[config.mk]
export PLATFORM = sky130hd
export DESIGN_NAME = flash_cmd_decoder
export DESIGN_NICKNAME = d
export VERILOG_FILES = /design/src/rtl/flash_cmd_pkg.sv /design/src/rtl/flash_cmd_match.sv /design/src/rtl/flash_cmd_seq.sv /design/src/rtl/flash_cmd_issue.sv /design/src/rtl/flash_id_read.sv /design/src/rtl/flash_cmd_decoder.sv
export SDC_FILE = /design/constraint.sdc
export NUM_CORES = 1
export LEC_CHECK = 0
export BUFFER_PORTS_ARGS = -buffer_cell sky130_fd_sc_hd__buf_2
export CAP_MARGIN = 20
export CORE_ASPECT_RATIO = 1.1
export CORE_UTILIZATION = 45
export CTS_BUF_LIST = sky130_fd_sc_hd__clkbuf_16
export CTS_CLUSTER_DIAMETER = 40
export DETAILED_ROUTE_END_ITERATION = 12
export GPL_ROUTABILITY_DRIVEN = 1
export GPL_TIMING_DRIVEN = 0
export PLACE_DENSITY = 0.73
export SLEW_MARGIN = 20
export SYNTH_ARGS = -nofsm -noshare
export SYNTH_HDL_FRONTEND = slang
export SYNTH_SLANG_ARGS = --single-unit
[constraint.sdc]
create_clock -name clk_i -period 4 [get_ports clk_i]
set_clock_uncertainty 0.1 [all_clocks]
set_input_delay 0.2 -clock clk_i [delete_from_list [all_inputs] [get_ports clk_i]]
set_output_delay 0.2 -clock clk_i [all_outputs]
set_load 0.01 [all_outputs]
[src/rtl/flash_cmd_pkg.sv]
package flash_cmd_pkg;

  localparam int MATCH_AW = 16;
  localparam int MATCH_DW = 8;
  localparam int NCODE    = 9;
  localparam int NPULSE   = 7;

  localparam logic [MATCH_AW-1:0] ADDR_KEY1 = 16'h5555;
  localparam logic [MATCH_AW-1:0] ADDR_KEY2 = 16'h2AAA;

  typedef enum logic [3:0] {
    C_AA = 4'd0, C_55 = 4'd1, C_A0 = 4'd2, C_80 = 4'd3, C_90 = 4'd4,
    C_F0 = 4'd5, C_B0 = 4'd6, C_30 = 4'd7, C_40 = 4'd8
  } code_e;

  typedef enum logic [2:0] {
    SQ_IDLE, SQ_K1, SQ_K2, SQ_PGM, SQ_E3, SQ_E4, SQ_E5
  } seq_e;

  // pulse index = value - 1 for the first NPULSE entries
  typedef enum logic [3:0] {
    CMD_NONE     = 4'd0,
    CMD_PROG     = 4'd1,
    CMD_ERASE    = 4'd2,
    CMD_LOCK     = 4'd3,
    CMD_ID_ENTER = 4'd4,
    CMD_ID_EXIT  = 4'd5,
    CMD_SUSPEND  = 4'd6,
    CMD_RESUME   = 4'd7,
    CMD_BYPASS   = 4'd8
  } cmd_e;

  typedef struct packed {
    logic             at_k1;
    logic             at_k2;
    logic [NCODE-1:0] code;
  } match_t;

  function automatic logic [MATCH_DW-1:0] code_val(input int idx);
    case (idx)
      0:       return 8'hAA;
      1:       return 8'h55;
      2:       return 8'hA0;
      3:       return 8'h80;
      4:       return 8'h90;
      5:       return 8'hF0;
      6:       return 8'hB0;
      7:       return 8'h30;
      8:       return 8'h40;
      default: return 8'h00;
    endcase
  endfunction

endpackage

[src/rtl/flash_cmd_match.sv]
module flash_cmd_match
  import flash_cmd_pkg::*;
(
  input  logic [MATCH_AW-1:0] addr_i,
  input  logic [MATCH_DW-1:0] data_i,
  output match_t              match_o
);

  logic [NCODE-1:0] hit;

  for (genvar g = 0; g < NCODE; g++) begin : g_code
    assign hit[g] = (data_i == code_val(g));
  end

  always_comb begin
    match_o.at_k1 = (addr_i == ADDR_KEY1);
    match_o.at_k2 = (addr_i == ADDR_KEY2);
    match_o.code  = hit;
  end

endmodule

[src/rtl/flash_cmd_seq.sv]
module flash_cmd_seq
  import flash_cmd_pkg::*;
(
  input  logic   clk_i,
  input  logic   rst_ni,
  input  logic   valid_i,
  input  logic   bypass_i,
  input  match_t match_i,
  output cmd_e   cmd_o
);

  seq_e st_q, st_d;

  always_comb begin
    st_d  = st_q;
    cmd_o = CMD_NONE;
    if (valid_i) begin
      if (bypass_i) begin
        cmd_o = CMD_PROG;
        st_d  = SQ_IDLE;
      end else begin
        unique case (st_q)
          SQ_IDLE: begin
            if (match_i.at_k1 && match_i.code[C_AA]) st_d = SQ_K1;
            else if (match_i.code[C_F0])             cmd_o = CMD_ID_EXIT;
            else if (match_i.code[C_B0])             cmd_o = CMD_SUSPEND;
            else if (match_i.code[C_30])             cmd_o = CMD_RESUME;
          end
          SQ_K1: st_d = (match_i.at_k2 && match_i.code[C_55]) ? SQ_K2 : SQ_IDLE;
          SQ_K2: begin
            st_d = SQ_IDLE;
            if (match_i.at_k1) begin
              if (match_i.code[C_A0])      st_d  = SQ_PGM;
              else if (match_i.code[C_80]) st_d  = SQ_E3;
              else if (match_i.code[C_90]) cmd_o = CMD_ID_ENTER;
              else if (match_i.code[C_F0]) cmd_o = CMD_ID_EXIT;
            end
          end
          SQ_PGM: begin
            cmd_o = CMD_PROG;
            st_d  = SQ_IDLE;
          end
          SQ_E3: st_d = (match_i.at_k1 && match_i.code[C_AA]) ? SQ_E4 : SQ_IDLE;
          SQ_E4: st_d = (match_i.at_k2 && match_i.code[C_55]) ? SQ_E5 : SQ_IDLE;
          SQ_E5: begin
            st_d = SQ_IDLE;
            if (match_i.code[C_30])                      cmd_o = CMD_ERASE;
            else if (match_i.code[C_40])                 cmd_o = CMD_LOCK;
            else if (match_i.at_k1 && match_i.code[C_A0]) cmd_o = CMD_BYPASS;
          end
          default: st_d = SQ_IDLE;
        endcase
      end
    end
  end

  always_ff @(posedge clk_i or negedge rst_ni) begin
    if (!rst_ni) st_q <= SQ_IDLE;
    else         st_q <= st_d;
  end

endmodule

[src/rtl/flash_cmd_issue.sv]
module flash_cmd_issue
  import flash_cmd_pkg::*;
#(
  parameter int ADDR_W  = 20,
  parameter int DATA_W  = 16,
  parameter int PLANE_W = 2
) (
  input  logic               clk_i,
  input  logic               rst_ni,
  input  cmd_e               cmd_i,
  input  logic [ADDR_W-1:0]  addr_i,
  input  logic [DATA_W-1:0]  data_i,
  output logic [NPULSE-1:0]  pulse_o,
  output logic [PLANE_W-1:0] plane_o,
  output logic [ADDR_W-1:0]  cmd_addr_o,
  output logic [DATA_W-1:0]  cmd_data_o,
  output logic               bypass_o,
  output logic               id_mode_o
);

  for (genvar g = 0; g < NPULSE; g++) begin : g_pulse
    always_ff @(posedge clk_i or negedge rst_ni) begin
      if (!rst_ni) pulse_o[g] <= 1'b0;
      else         pulse_o[g] <= (cmd_i == cmd_e'(g + 1));
    end
  end

  always_ff @(posedge clk_i or negedge rst_ni) begin
    if (!rst_ni) begin
      plane_o    <= '0;
      cmd_addr_o <= '0;
      cmd_data_o <= '0;
      bypass_o   <= 1'b0;
      id_mode_o  <= 1'b0;
    end else begin
      if (cmd_i != CMD_NONE) begin
        cmd_addr_o <= addr_i;
        cmd_data_o <= data_i;
      end
      if (cmd_i == CMD_RESUME) plane_o <= addr_i[ADDR_W-1 -: PLANE_W];
      if (cmd_i == CMD_BYPASS) bypass_o <= 1'b1;
      if (cmd_i == CMD_ID_ENTER)     id_mode_o <= 1'b1;
      else if (cmd_i == CMD_ID_EXIT) id_mode_o <= 1'b0;
    end
  end

endmodule

[src/rtl/flash_id_read.sv]
module flash_id_read #(
  parameter int          OFF_W       = 12,
  parameter logic [7:0]  VENDOR_CODE = 8'h1F,
  parameter logic [7:0]  DEV_CODE    = 8'hC0
) (
  input  logic             id_mode_i,
  input  logic [OFF_W-1:0] rd_off_i,
  input  logic             sec_lock_i,
  output logic [7:0]       id_data_o
);

  always_comb begin
    id_data_o = 8'h00;
    if (id_mode_i) begin
      if (rd_off_i == OFF_W'(0))      id_data_o = VENDOR_CODE;
      else if (rd_off_i == OFF_W'(1)) id_data_o = DEV_CODE;
      else if (rd_off_i == OFF_W'(2)) id_data_o = {7'b0, sec_lock_i};
    end
  end

endmodule

[src/rtl/flash_cmd_decoder.sv]
module flash_cmd_decoder
  import flash_cmd_pkg::*;
#(
  parameter int         ADDR_W   = 20,
  parameter int         DATA_W   = 16,
  parameter int         OFF_W    = 12,
  parameter int         PLANE_W  = 2,
  parameter logic [7:0] DEV_CODE = 8'hC0
) (
  input  logic               clk_i,
  input  logic               rst_ni,
  input  logic               wr_en_i,
  input  logic [ADDR_W-1:0]  wr_addr_i,
  input  logic [DATA_W-1:0]  wr_data_i,
  input  logic               busy_i,
  input  logic [OFF_W-1:0]   rd_off_i,
  input  logic               sec_lock_i,
  output logic               prog_o,
  output logic               erase_o,
  output logic               lock_o,
  output logic               id_enter_o,
  output logic               id_exit_o,
  output logic               suspend_o,
  output logic               resume_o,
  output logic [PLANE_W-1:0] plane_o,
  output logic [ADDR_W-1:0]  cmd_addr_o,
  output logic [DATA_W-1:0]  cmd_data_o,
  output logic               bypass_o,
  output logic               id_mode_o,
  output logic [7:0]         id_data_o
);

  match_t              match;
  cmd_e                cmd;
  logic                valid;
  logic [NPULSE-1:0]   pulse;

  assign valid = wr_en_i & ~busy_i;

  flash_cmd_match u_match (
    .addr_i  (wr_addr_i[MATCH_AW-1:0]),
    .data_i  (wr_data_i[MATCH_DW-1:0]),
    .match_o (match)
  );

  flash_cmd_seq u_seq (
    .clk_i    (clk_i),
    .rst_ni   (rst_ni),
    .valid_i  (valid),
    .bypass_i (bypass_o),
    .match_i  (match),
    .cmd_o    (cmd)
  );

  flash_cmd_issue #(
    .ADDR_W  (ADDR_W),
    .DATA_W  (DATA_W),
    .PLANE_W (PLANE_W)
  ) u_issue (
    .clk_i      (clk_i),
    .rst_ni     (rst_ni),
    .cmd_i      (cmd),
    .addr_i     (wr_addr_i),
    .data_i     (wr_data_i),
    .pulse_o    (pulse),
    .plane_o    (plane_o),
    .cmd_addr_o (cmd_addr_o),
    .cmd_data_o (cmd_data_o),
    .bypass_o   (bypass_o),
    .id_mode_o  (id_mode_o)
  );

  flash_id_read #(
    .OFF_W    (OFF_W),
    .DEV_CODE (DEV_CODE)
  ) u_id (
    .id_mode_i  (id_mode_o),
    .rd_off_i   (rd_off_i),
    .sec_lock_i (sec_lock_i),
    .id_data_o  (id_data_o)
  );

  assign prog_o     = pulse[CMD_PROG - 1];
  assign erase_o    = pulse[CMD_ERASE - 1];
  assign lock_o     = pulse[CMD_LOCK - 1];
  assign id_enter_o = pulse[CMD_ID_ENTER - 1];
  assign id_exit_o  = pulse[CMD_ID_EXIT - 1];
  assign suspend_o  = pulse[CMD_SUSPEND - 1];
  assign resume_o   = pulse[CMD_RESUME - 1];

endmodule

Yosys cells after proc, flatten, opt, wreduce, memory -nomap -nowiden

Cells that the tools add are included.
W data, S select, Z words.

Input bits: 53
Output and inout port bits: 55
Logic and storage cells: 81
Register bits: 50

Bitwise gates (word level): 2
Equal/unequal tests: 28
Reductions and logical operators: 8
Multiplexer cells: 30

Operators by type and width:

| kind                   | number |
|---|---|
| $eq A8 B8 Y1 const B   | 6 |
| $mux W4                | 12 |
| $mux W3                | 9 |
| $mux W8                | 3 |
| $eq A16 B14 Y1 const B | 1 |
| $eq A16 B15 Y1 const B | 1 |
| $eq A4 B3 Y1 const B   | 4 |
| $eq A8 B7 Y1 const B   | 2 |
| $pmux W4 S4            | 1 |
| $pmux W3 S5            | 1 |
| $eq A12 B1 Y1 const B  | 1 |
| $eq A12 B2 Y1 const B  | 1 |
| $logic_not A12 Y1      | 1 |
| $eq A3 B3 Y1 const B   | 3 |
| $eq A4 B2 Y1 const B   | 2 |
| $eq A8 B6 Y1 const B   | 1 |
| $eq A3 B2 Y1 const B   | 2 |
| $eq A4 B1 Y1 const B   | 1 |
| $eq A4 B4 Y1 const B   | 1 |
| $reduce_bool A4 Y1     | 1 |
| $eq A3 B1 Y1 const B   | 1 |
| $logic_and A1 B1 Y1    | 3 |
| $logic_not A3 Y1       | 1 |
| $mux W1                | 3 |
| 6 further kinds        | 6 |

Longest topological paths before layout

Gate-level depths: netlist (run 1).

Word-level depth: 12
Depth in mapped cells: 8
Depth with buffers taken out: 6

Cells and area by module

From an unflattened synthesis (run 1), not the netlist that was laid out.

Cells, all modules: 200
Area, all modules: 2501.1 um2

By module, submodules not included:

| module            | cells an instance | area each (um2) | times used | seq. area each (um2) |
|---|---|---|---|---|
| flash_cmd_issue   | 110               | 1774.2          | 1          | 1176.1 |
| flash_cmd_seq     | 47                | 354.1           | 1          | 75.1 |
| flash_cmd_match   | 28                | 257.7           | 1          | 0.0 |
| flash_id_read     | 14                | 101.3           | 1          | 0.0 |
| flash_cmd_decoder | 1                 | 13.8            | 1          | 0.0 |

Worst setup path before layout (run 1)

OpenSTA, ideal clock, no wires.

Path kind: register to register
Start: register u_seq.st_q[0]
End: register u_issue.cmd_addr_o[10]
Setup slack: 1.838 ns
Period minus slack after synthesis: 2.162 ns
Path buffers: 1
Arrival: 1.937 ns
Cell stages (with the launch flop): 8
Data required time: 3.775 ns
Setup time: 0.125 ns
Cells stage by stage: dfrtp_1 -> nor2_1 -> nand2_1 -> nor4_2 -> o21ai_4 -> nand4_4 -> buf_12 -> mux2_4

Cells in the longest elaborated chain, start to end: 5
Elaborated cells between the ends (all ways): 8
Those cells by class: eq/ne: 3; mux: 3; reduce/logical: 2

RTL lines:

| item                                       | line                  | text |
|---|---|---|
| start: declaration                         | flash_cmd_seq.sv:12   | `seq_e st_q, st_d;` |
| start signal: assignment                   | flash_cmd_seq.sv:59   | `else st_q <= st_d;` |
| $eq A3 B3 Y1, or another cell as far along | flash_cmd_seq.sv:22   | `unique case (st_q)` |
| $pmux W4 S4 (*)                            | flash_cmd_seq.sv:22   |  |
| $mux W4 (*)                                | flash_cmd_seq.sv:18   | `if (bypass_i) begin` |
| $mux W4 (*)                                | flash_cmd_seq.sv:17   | `if (valid_i) begin` |
| $reduce_bool A4 Y1 (*)                     | flash_cmd_issue.sv:36 | `if (cmd_i != CMD_NONE) begin` |
| end signal: assignment                     | flash_cmd_issue.sv:37 | `cmd_addr_o <= addr_i;` |
| end: declaration                           | flash_cmd_issue.sv:15 | `output logic [ADDR_W-1:0] cmd_addr_o,` |

Mark *: on every way between the ends. The rest lies on a longest branch, timed or not.
A chain may end at the register's enable or synchronous reset.

Worst setup path in the final report (run 1)

Start: register u_seq.st_q[0]
End: register u_issue.cmd_data_o[13]

Cells in the longest elaborated chain, start to end: 5
Elaborated cells between the ends (all ways): 8
Those cells by class: eq/ne: 3; mux: 3; reduce/logical: 2

RTL lines:

| item                                       | line                  | text |
|---|---|---|
| $eq A3 B3 Y1, or another cell as far along | flash_cmd_seq.sv:22   |  |
| $pmux W4 S4 (*)                            | flash_cmd_seq.sv:22   |  |
| $mux W4 (*)                                | flash_cmd_seq.sv:18   |  |
| $mux W4 (*)                                | flash_cmd_seq.sv:17   |  |
| $reduce_bool A4 Y1 (*)                     | flash_cmd_issue.sv:36 |  |
| end signal: assignment                     | flash_cmd_issue.sv:38 | `cmd_data_o <= data_i;` |
| end: declaration                           | flash_cmd_issue.sv:16 | `output logic [DATA_W-1:0] cmd_data_o,` |

Marked as above.

==> results.cfg, run 1 <==
[grt]
grt.total_usage = 0.1730
grt_overflow = 0
grt_pass1_wl_um = 8017
first_global_vias = 1721
antenna_found_initial = 0
grt_start_max_net_pins = 51

[floorplanning]
design.die.area_sq_um = 6049
num_io_pins = 108
design.core.area_sq_um = 5465
initial_utilization = 0.4728
die_h_um = 81.47
rows = 28
die_w_um = 74.25

[routing]
wl_met2_um = 2518
wl_met1_um = 2285
drt_iter0_drc = 39
wl_per_cell_um = 13.55
top_layer = met4
drtPass1Iterations = 4
wl_met3_um = 299
detail-route-antenna-nets = 0
vias_per_cell = 5.016
routed_wl_um = 5121
vias = 1896
drc_errors = 0

[logic_synthesis]
yosys-top-cells-count = dfrtp_1, mux2_4, nor2_1
synth_top_flop_cell = dfrtp_1
ys_seq_area_frac = 0.4843
synthArstFlopShare = 1.000
synthCells = 191
synth_edf_count = 0
synth.most_common_cell = dfrtp_1
synth_fp_nets = 244
synth_area_leaders = dfrtp_1, mux2_4, mux2_2
ys_seq_elements = 50
yosysUniqueCellTypes = 52
synth_top_area_cell = dfrtp_1
syn_area_sq_um = 2584
yosysWarnings = 0
syn_avg_cell_area_sq_um = 13.53
yosysTopAreaCellShare = 0.4843

[worst_hold_path]
min_path_type = input pin to flip-flop

[clock_tree]
clk_latency_ns = 0.28
cts_tree = yes
cts-root-buf = clkbuf_16
clock_path_buffers = 2
cts_sinks = 50
htreeDepth = 2
clkSlewWorstSetupHoldPaths_ns = 0.07
cts-buffers-inserted = 5
cts-resized-gates = 0
cts_setup_buffers = 0

[timing]
period_share = 0.6141
tns_ns = 0
fmax_mhz = 407.1
timing_hold_violations_final = 0
relSlewSlack = 0.5873
grt_setup_unrepaired = no
finalMaxSlewViolations = 0
timing.hold.ws_ns = 0.04944
min_period_ns = 2.456
worst_slew_pin_slew_ns = 0.6191
setup_viol = 0

[critical_path]
worstPathMaxFanout = 10
crit_arrival_ns = 2.52
crit_chain = nor2_1 > nand2_1 > nor4_2 > o21ai_4 > nand4_4 > buf_12 > mux2_4
critical_path_class = flip-flop to flip-flop
critical-path-max-stage-delay_ns = 0.47
startpoint_type = flip-flop
slowest_stage = dfrtp_1
worstPathRequired_ns = 4.06
worstSetupEndpointType = flip-flop

[run]
maxCapViolations = 0

[final_layout]
area_delta_synth_final_pct = 29.39
diodes = 0
final_nets = 355
layout-drive-gt1-share = 0.5842

[placed_design]
port_buffers = 103
hpwl_um = 3876
place.gp.congestion = 0.8110

[power]
p_leak_uw = 0.001740
cellPowerDensity_nw_per_um2 = 369.6
vdd_drop_max_v = 0.0001964

[status]
status = finished, final reports clean
flip-flops by register name, indices dropped and copies added (netlist names):
signal              count
u_issue.plane_o         2
u_issue.cmd_data_o     16
u_issue.id_mode_o       1
u_issue.cmd_addr_o     20
u_issue.pulse_o         7
u_seq.st_q              3
u_issue.bypass_o        1
layout by cell type (no fill, tap or decap), types with 3 or more instances in the layout:
master	instances
buf_12	3
mux2_2	6
buf_4	7
nor4b_1	3
buf_2	105
mux2_4	30
nand2_1	5
inv_1	4
nor3b_1	3
a21oi_1	4
nor2b_1	4
dfrtp_1	50
and3b_1	3
nand3_1	4
clkbuf_16	5
nand4_1	5
nor2_1	10
metal layers:
metal,GRT usage,vias up
met3,0.05276,2
met4,0.03396,0
met2,0.2773,67
met1,0.2333,912
li1,-,915
met5,0,-
per-stage QoR:
| step | utilization | total power (uW) | std cells | setup WS (ns) | instance area, sq um |
|---|---|---|---|---|---|
| after global routing | 0.6117 | 1298 | 378 | 1.401 | 3343 |
| after detailed placement | 0.5842 | 850.9 | 369 | 1.563 | 3193 |
| after floorplan | - | 737.3 | 191 | 1.838 | 2584 |
| final | 0.6117 | 1236 | 378 | 1.544 | 3343 |
| after CTS | 0.6094 | 1253 | 377 | 1.552 | 3331 |
| after global placement | 0.5842 | 845.9 | 369 | 1.561 | 3193 |
where the power goes:
group          internal, uW  switching (uW)
Combinational           140             103
Sequential              566            31.9
Clock                   226             168
Total                   932             304
cell families (layout without fill, tap and decap cells):
family	after synthesis	count (layout)	share of synthesized area
flops	50	50	0.4843
fa+ha+maj	1	1	0.003874
xor+xnor	1	1	0.003390
mux	38	38	0.2092
compound gates	20	20	0.06538
buf+inv	16	128	0.05230
other cells	1	1	0.001451
simple gates	64	64	0.1801
worst paths after layout:
check	cells after the start	end	from	slack [ns]
max in group asynchronous	2	u_issue.cmd_addr_o[8]	rst_ni	3.00
setup reg to reg	7	u_issue.cmd_data_o[13]	u_seq.st_q[0]	1.54
setup / recovery	7	u_issue.cmd_data_o[13]	u_seq.st_q[0]	1.54
hold / removal	2	u_issue.cmd_data_o[15]	wr_data_i[15]	0.05
min in group asynchronous	2	u_issue.cmd_addr_o[2]	rst_ni	0.37
hold reg to reg	1	u_issue.plane_o[0]	u_issue.plane_o[0]	0.39
area by class of cell:
class	instances	area [sq um]
fill	485	2122
sequential	50	1251
multi-input combinational	125	1197
timing repair buffer	104	528.0
clock buffer	5	125.1
buffer	12	120.1
tap	75	93.84
inverter	4	15.01
clock inverter	3	12.51
critical path, delay by kind of cell, from the launching register on:
family | cells | cell delay [ns]
muxes | 1 | 0.30
DFF | 1 | 0.47
and+or+nand+nor | 4 | 1.13
AOI/OAI and AO/OA | 1 | 0.14
buffers and inverters | 1 | 0.19
timing repair:
item                       4_1_cts  5_1_grt
hold buffers                     0        1
setup endpoints to repair        0        0
hold endpoints to repair         0       50
(Power assumes the default switching activity.)
==> inputs of run 2 (changes only) <==
--- a/config.mk
+++ b/config.mk
@@ -8,7 +8,7 @@
 export BUFFER_PORTS_ARGS = -buffer_cell sky130_fd_sc_hd__buf_2
 export CAP_MARGIN = 20
 export CORE_ASPECT_RATIO = 1.1
-export CORE_UTILIZATION = 45
+export CORE_UTILIZATION = 43
 export CTS_BUF_LIST = sky130_fd_sc_hd__clkbuf_16
 export CTS_CLUSTER_DIAMETER = 40
 export DETAILED_ROUTE_END_ITERATION = 12
==> constraint.sdc (replaced) <==
create_clock -name clk_i -period 2.25 [get_ports clk_i]
set_clock_uncertainty 0.1 [all_clocks]
set_input_delay 0.1125 -clock clk_i [delete_from_list [all_inputs] [get_ports clk_i]]
set_output_delay 0.1125 -clock clk_i [all_outputs]
set_load 0.01 [all_outputs]
==> run 2 against run 1 <==
  * Maximum frequency increased by 13%
  * Via count increased by 9.2%
  * Flip-flop and latch count unchanged
  * Largest cell class is now multi-input gates
  * Highest routed layer unchanged
==> results.cfg, run 2 (synthesis gave the netlist of run 1 again) <==
[timing]
fmax_mhz = 458.8
grt_setup_unrepaired = yes
timing_hold_violations_final = 0
finalMaxSlewViolations = 0
period_share = 0.9687
worst_slew_pin_slew_ns = 0.6129
setup_viol = 0
relSlewSlack = 0.5914
min_period_ns = 2.179

[floorplanning]
design.core.area_sq_um = 5769
rows = 29
num_io_pins = 108
die_w_um = 75.91
initial_utilization = 0.4478
design.die.area_sq_um = 6323
die_h_um = 83.30

[final_layout]
diodes = 0
final_util = 0.6656
layout_commonest_cell = buf_2
area_delta_synth_final_pct = 48.62
mostFrequentLayoutCells = buf_2, dfrtp_1, mux2_4
largest_reg_flops = 20
top_register = u_issue.cmd_addr_o
num-fill-cells = 439
final_nets = 392
fin_cells = 417
final_cell_area_sq_um = 3840
layout-drive-gt1-share = 0.5735
reg_top3 = u_issue.cmd_addr_o (20), u_issue.cmd_data_o (16), u_issue.pulse_o (7)

[clock_tree]
clk_latency_ns = 0.29
clock_path_buffers = 2
htreeDepth = 2
cts_tree = yes
clkSlewWorstSetupHoldPaths_ns = 0.07
cts-root-buf = clkbuf_16
cts_sinks = 50
cts-buffers-inserted = 5

[grt]
grt_overflow = 0
grt_pass1_wl_um = 9494
grt.total_usage = 0.1901
antenna_found_initial = 0
grt_start_max_net_pins = 51
first_global_vias = 2055

[placed_design]
placed_area_sq_um = 3196
place.gp.congestion = 0.8192
hpwl_um = 3958
placed_cells_incl_taps = 371
port_buffers = 103

[critical_path]
r2r_slack_ns = 0.07
crit_arrival_ns = 2.25
startpoint_type = flip-flop
worstPathMaxFanout = 10
critical_path_class = flip-flop to flip-flop
worstSetupEndpointType = flip-flop
rr_worst_depth = 7
worstPathRequired_ns = 2.32

[status]
status = finished, final reports clean

[routing]
drtPass1Iterations = 4
vias = 2071
routed_wl_um = 5922
drc_errors = 0
wl_per_cell_um = 14.20
drt_iter0_drc = 72
detail-route-antenna-nets = 0
vias_per_cell = 4.966

[worst_hold_path]
worstHoldPathCells = 2
min_path_type = input pin to flip-flop

[power]
p_leak_uw = 0.001931
cellPowerDensity_nw_per_um2 = 625.1
vdd_drop_max_v = 0.0003987

[run]
maxCapViolations = 0
==> run 2: cell types whose count changed in the layout (fill, tap and decap cells not counted), moves of 2 or more <==
cell | before | now
buf_4 | 7 | 13
clkinvlp_4 | 0 | 2
dfrtp_1 | 50 | 48
dfrtp_2 | 0 | 2
dlygate4sd3_1 | 1 | 29
nor2_4 | 0 | 2
o31ai_4 | 0 | 2
==> run 2: final timing paths <==
path | startpoint | endpoint
worst max register to register | u_seq.st_q[0] | u_issue.cmd_addr_o[17]
worst min register to register | u_issue.plane_o[1] | u_issue.plane_o[1]
max in group asynchronous | rst_ni | u_seq.st_q[2]
worst min-delay path | wr_data_i[0] | u_issue.cmd_data_o[0]
worst max-delay path | u_seq.st_q[0] | u_issue.cmd_addr_o[17]
min in group asynchronous | rst_ni | u_issue.cmd_addr_o[1]
==> run 2: layout make-up <==
class	instances	area [sq um]	area share
Buffer	12	123.9	0.03226
Clock buffer	5	125.1	0.03258
Clock inverter	3	45.04	0.01173
Inverter	4	15.01	0.003910
Multi-Input combinational cell	125	1275	0.3320
Sequential cell	50	1254	0.3265
Tap cell	77	96.34	0.02509
Timing Repair Buffer	141	905.9	0.2359
==> run 2: routing by layer <==
metal	vias up	GRT usage	share of wire
met5	-	0	0
met4	0	0.06294	0.014
met3	8	0.04725	0.050
met2	68	0.3364	0.51
met1	998	0.2248	0.42
li1	997	-	-
==> run 2: timing repair <==
item                                   in CTS  in global routing
resized for setup                           7                  9
pin swaps                                   1                  5
buffers inserted                            3                  5
cloned                                      0                  1
setup endpoints to repair                  38                 37
hold buffers                               29                  0
endpoints found under the hold margin      80                  0
==> run 2: worst max-delay path, stage by stage, from the launching register on <==
cell,delay (ns)
dfrtp_2,0.48
nor2b_4,0.20
nand2_1,0.12
o31ai_4,0.28
nand3_4,0.12
nand4_4,0.25
buf_12,0.19
mux2_4,0.30
==> run 2: power by group <==
part	switching (uW)	internal (uW)
Sequential	59.1	1010
Combinational	199	282
Clock	330	524
==> run 2: through the flow <==
step	hold slack (ns)	setup WS [ns]	setup TNS, ns	total power [uW]
after floorplan	-0.2831	0.08804	0	1311
after global placement	0.2436	-0.1889	-5.616	1504
after detailed placement	0.2489	-0.1915	-5.880	1513
after CTS	0.02796	0.007211	0	2411
after global routing	0.02424	-0.02291	-0.3385	2506
final	0.02481	0.07054	0	2400
==> inputs of run 3 (changes only) <==
--- a/config.mk
+++ b/config.mk
@@ -15,6 +15,7 @@
 export GPL_ROUTABILITY_DRIVEN = 1
 export GPL_TIMING_DRIVEN = 0
 export PLACE_DENSITY = 0.73
+export REMOVE_ABC_BUFFERS = 1
 export SLEW_MARGIN = 20
 export SYNTH_ARGS = -nofsm -noshare
 export SYNTH_HDL_FRONTEND = slang
==> run 3 against run 2 <==
  * Core utilization down 0.39 points
  * First-iteration DRC count grew 13%
  * Combinational power increased by 2%
  * Total power about the same
  * Sequential share of layout area grew 0.23 points
  * Critical path type unchanged
  * Largest power group unchanged
==> results.cfg, run 3 (synthesis gave the netlist of run 1 again) <==
[final_layout]
final_cell_area_sq_um = 3817
layout_commonest_cell = buf_2
largest_reg_flops = 20
top_register = u_issue.cmd_addr_o
final_nets = 388
fin_cells = 413
layout-drive-gt1-share = 0.5744
mostFrequentLayoutCells = buf_2, dfrtp_1, mux2_4
area_delta_synth_final_pct = 47.75
reg_top3 = u_issue.cmd_addr_o (20), u_issue.cmd_data_o (16), u_issue.pulse_o (7)
num-fill-cells = 442
diodes = 0

[floorplanning]
num_io_pins = 108
rows = 29
design.die.area_sq_um = 6323
die_w_um = 75.91
initial_utilization = 0.4478
design.core.area_sq_um = 5769
die_h_um = 83.30

[timing]
grt_setup_unrepaired = yes
setup_viol = 0
period_share = 0.9738
timing_hold_violations_final = 0
finalMaxSlewViolations = 0
worst_slew_pin_slew_ns = 0.6241
relSlewSlack = 0.5839
min_period_ns = 2.191
timing.hold.ws_ns = 0.001120
fmax_mhz = 456.4

[run]
maxCapViolations = 0

[critical_path]
crit_chain = buf_4 > maj3_2 > nor2_4 > nand3_4 > nand4_4 > clkbuf_16 > mux2_4
r2r-end = u_issue.cmd_addr_o[16]
slowest_stage = dfrtp_2
worstPathMaxFanout = 7
worstPathRequired_ns = 2.32
startpoint_type = flip-flop
r2r_slack_ns = 0.06
cp-startpoint = u_seq.st_q[0]
critPathCapture = u_issue.cmd_addr_o[16]
critical_path_class = flip-flop to flip-flop
worstReg2RegStart = u_seq.st_q[0]
critical-path-max-stage-delay_ns = 0.47
worstSetupEndpointType = flip-flop
rr_worst_depth = 7
crit_arrival_ns = 2.26

[power]
finalPower_uw = 2402
vdd_drop_max_v = 0.0006390
cellPowerDensity_nw_per_um2 = 629.3
p_leak_uw = 0.001917

[placed_design]
port_buffers = 106
place.gp.congestion = 0.8558
hpwl_um = 3862
placed_area_sq_um = 3090
placed_cells_incl_taps = 362

[grt]
grt.met3_usage = 0.04725
grt_use_met2 = 0.3364
met1_usage = 0.2509
grt_pass1_wl_um = 9998
gr-max-usage-layer = met2
grt.total_usage = 0.2000
grt_overflow = 0
grt_start_max_net_pins = 51
first_global_vias = 2074
antenna_found_initial = 0

[worst_hold_path]
worstHoldPathCells = 2
min_path_type = input pin to flip-flop

[clock_tree]
cts-root-buf = clkbuf_16
cts_sinks = 50
htreeDepth = 2
clock_path_buffers = 2
clk_latency_ns = 0.29
cts-buffers-inserted = 5
cts_tree = yes
clkSlewWorstSetupHoldPaths_ns = 0.07

[routing]
drt_iter0_drc = 81
detail-route-antenna-nets = 0
vias = 2137
wl_per_cell_um = 15.07
drtPass1Iterations = 4
drc_errors = 0
vias_per_cell = 5.174
routed_wl_um = 6223

[status]
status = finished, final reports clean
## run 3: changes by cell type in the layout (fill, tap and decap cells not counted), moves of 2 or more
cell / delta
o31ai_4: -2
buf_4: -4
o31ai_2: +2
mux2_4: +6
mux2_2: -6
## run 3: layer usage
metal / share of wire / vias up
met1: 0.43 / 1037
met2: 0.49 / 89
met5: 0 / -
met4: 0.020 / 0
met3: 0.061 / 13
li1: - / 998
## run 3: worst max-delay path: cells and delay by family, from the launching register on
family                   cells  cell delay (ns)
adder cells (fa/ha/maj)      1             0.31
flip-flops                   1             0.47
buffers and inverters        2             0.35
multiplexers                 1             0.30
AND/OR/NAND/NOR              3             0.55
## run 3: worst min-delay path by stage
stage	slack, ns	start	to
after floorplan	-0.28	rst_ni	u_issue.bypass_o
after global routing	0.02	wr_addr_i[11]	u_issue.cmd_addr_o[11]
after CTS	0.00003	wr_addr_i[11]	u_issue.cmd_addr_o[11]
final	0.001	wr_addr_i[11]	u_issue.cmd_addr_o[11]
after global placement	0.24	wr_data_i[14]	u_issue.cmd_data_o[14]
after detailed placement	0.25	wr_data_i[10]	u_issue.cmd_data_o[10]
## run 3: report_power, final
part / switching [uW] / internal, uW
registers: 59.1 / 1010
logic: 201 / 289
clock network: 324 / 524
## run 3: what timing repair did
item / 4_1_cts / 5_1_grt
cloned: 1 / 1
endpoints found under the setup margin: 38 / 38
gates resized for setup: 9 / 13
hold buffers: 28 / 0
endpoints found under the hold margin: 79 / 0
buffers inserted: 4 / 9
pin swaps: 3 / 8
## run 3: final cells by class
cell class | count | area [sq um] | share of cell area
repair buffers | 148 | 982.2 | 0.2573
multi-input cells | 126 | 1299 | 0.3402
well taps | 77 | 96.34 | 0.02524
flip-flops and latches | 50 | 1255 | 0.3287
inverters | 4 | 15.01 | 0.003933
clock buffers | 5 | 125.1 | 0.03278
clock inverters | 3 | 45.04 | 0.01180
## run 3: stage by stage
stage | setup slack [ns] | setup TNS [ns] | utilization
after floorplan | -0.1401 | -3.904 | -
after global placement | -0.4664 | -15.97 | 0.5357
after detailed placement | -0.4991 | -16.48 | 0.5357
after CTS | 0.001125 | 0 | 0.6354
after global routing | -0.04507 | -0.7748 | 0.6617
final | 0.05889 | 0 | 0.6617
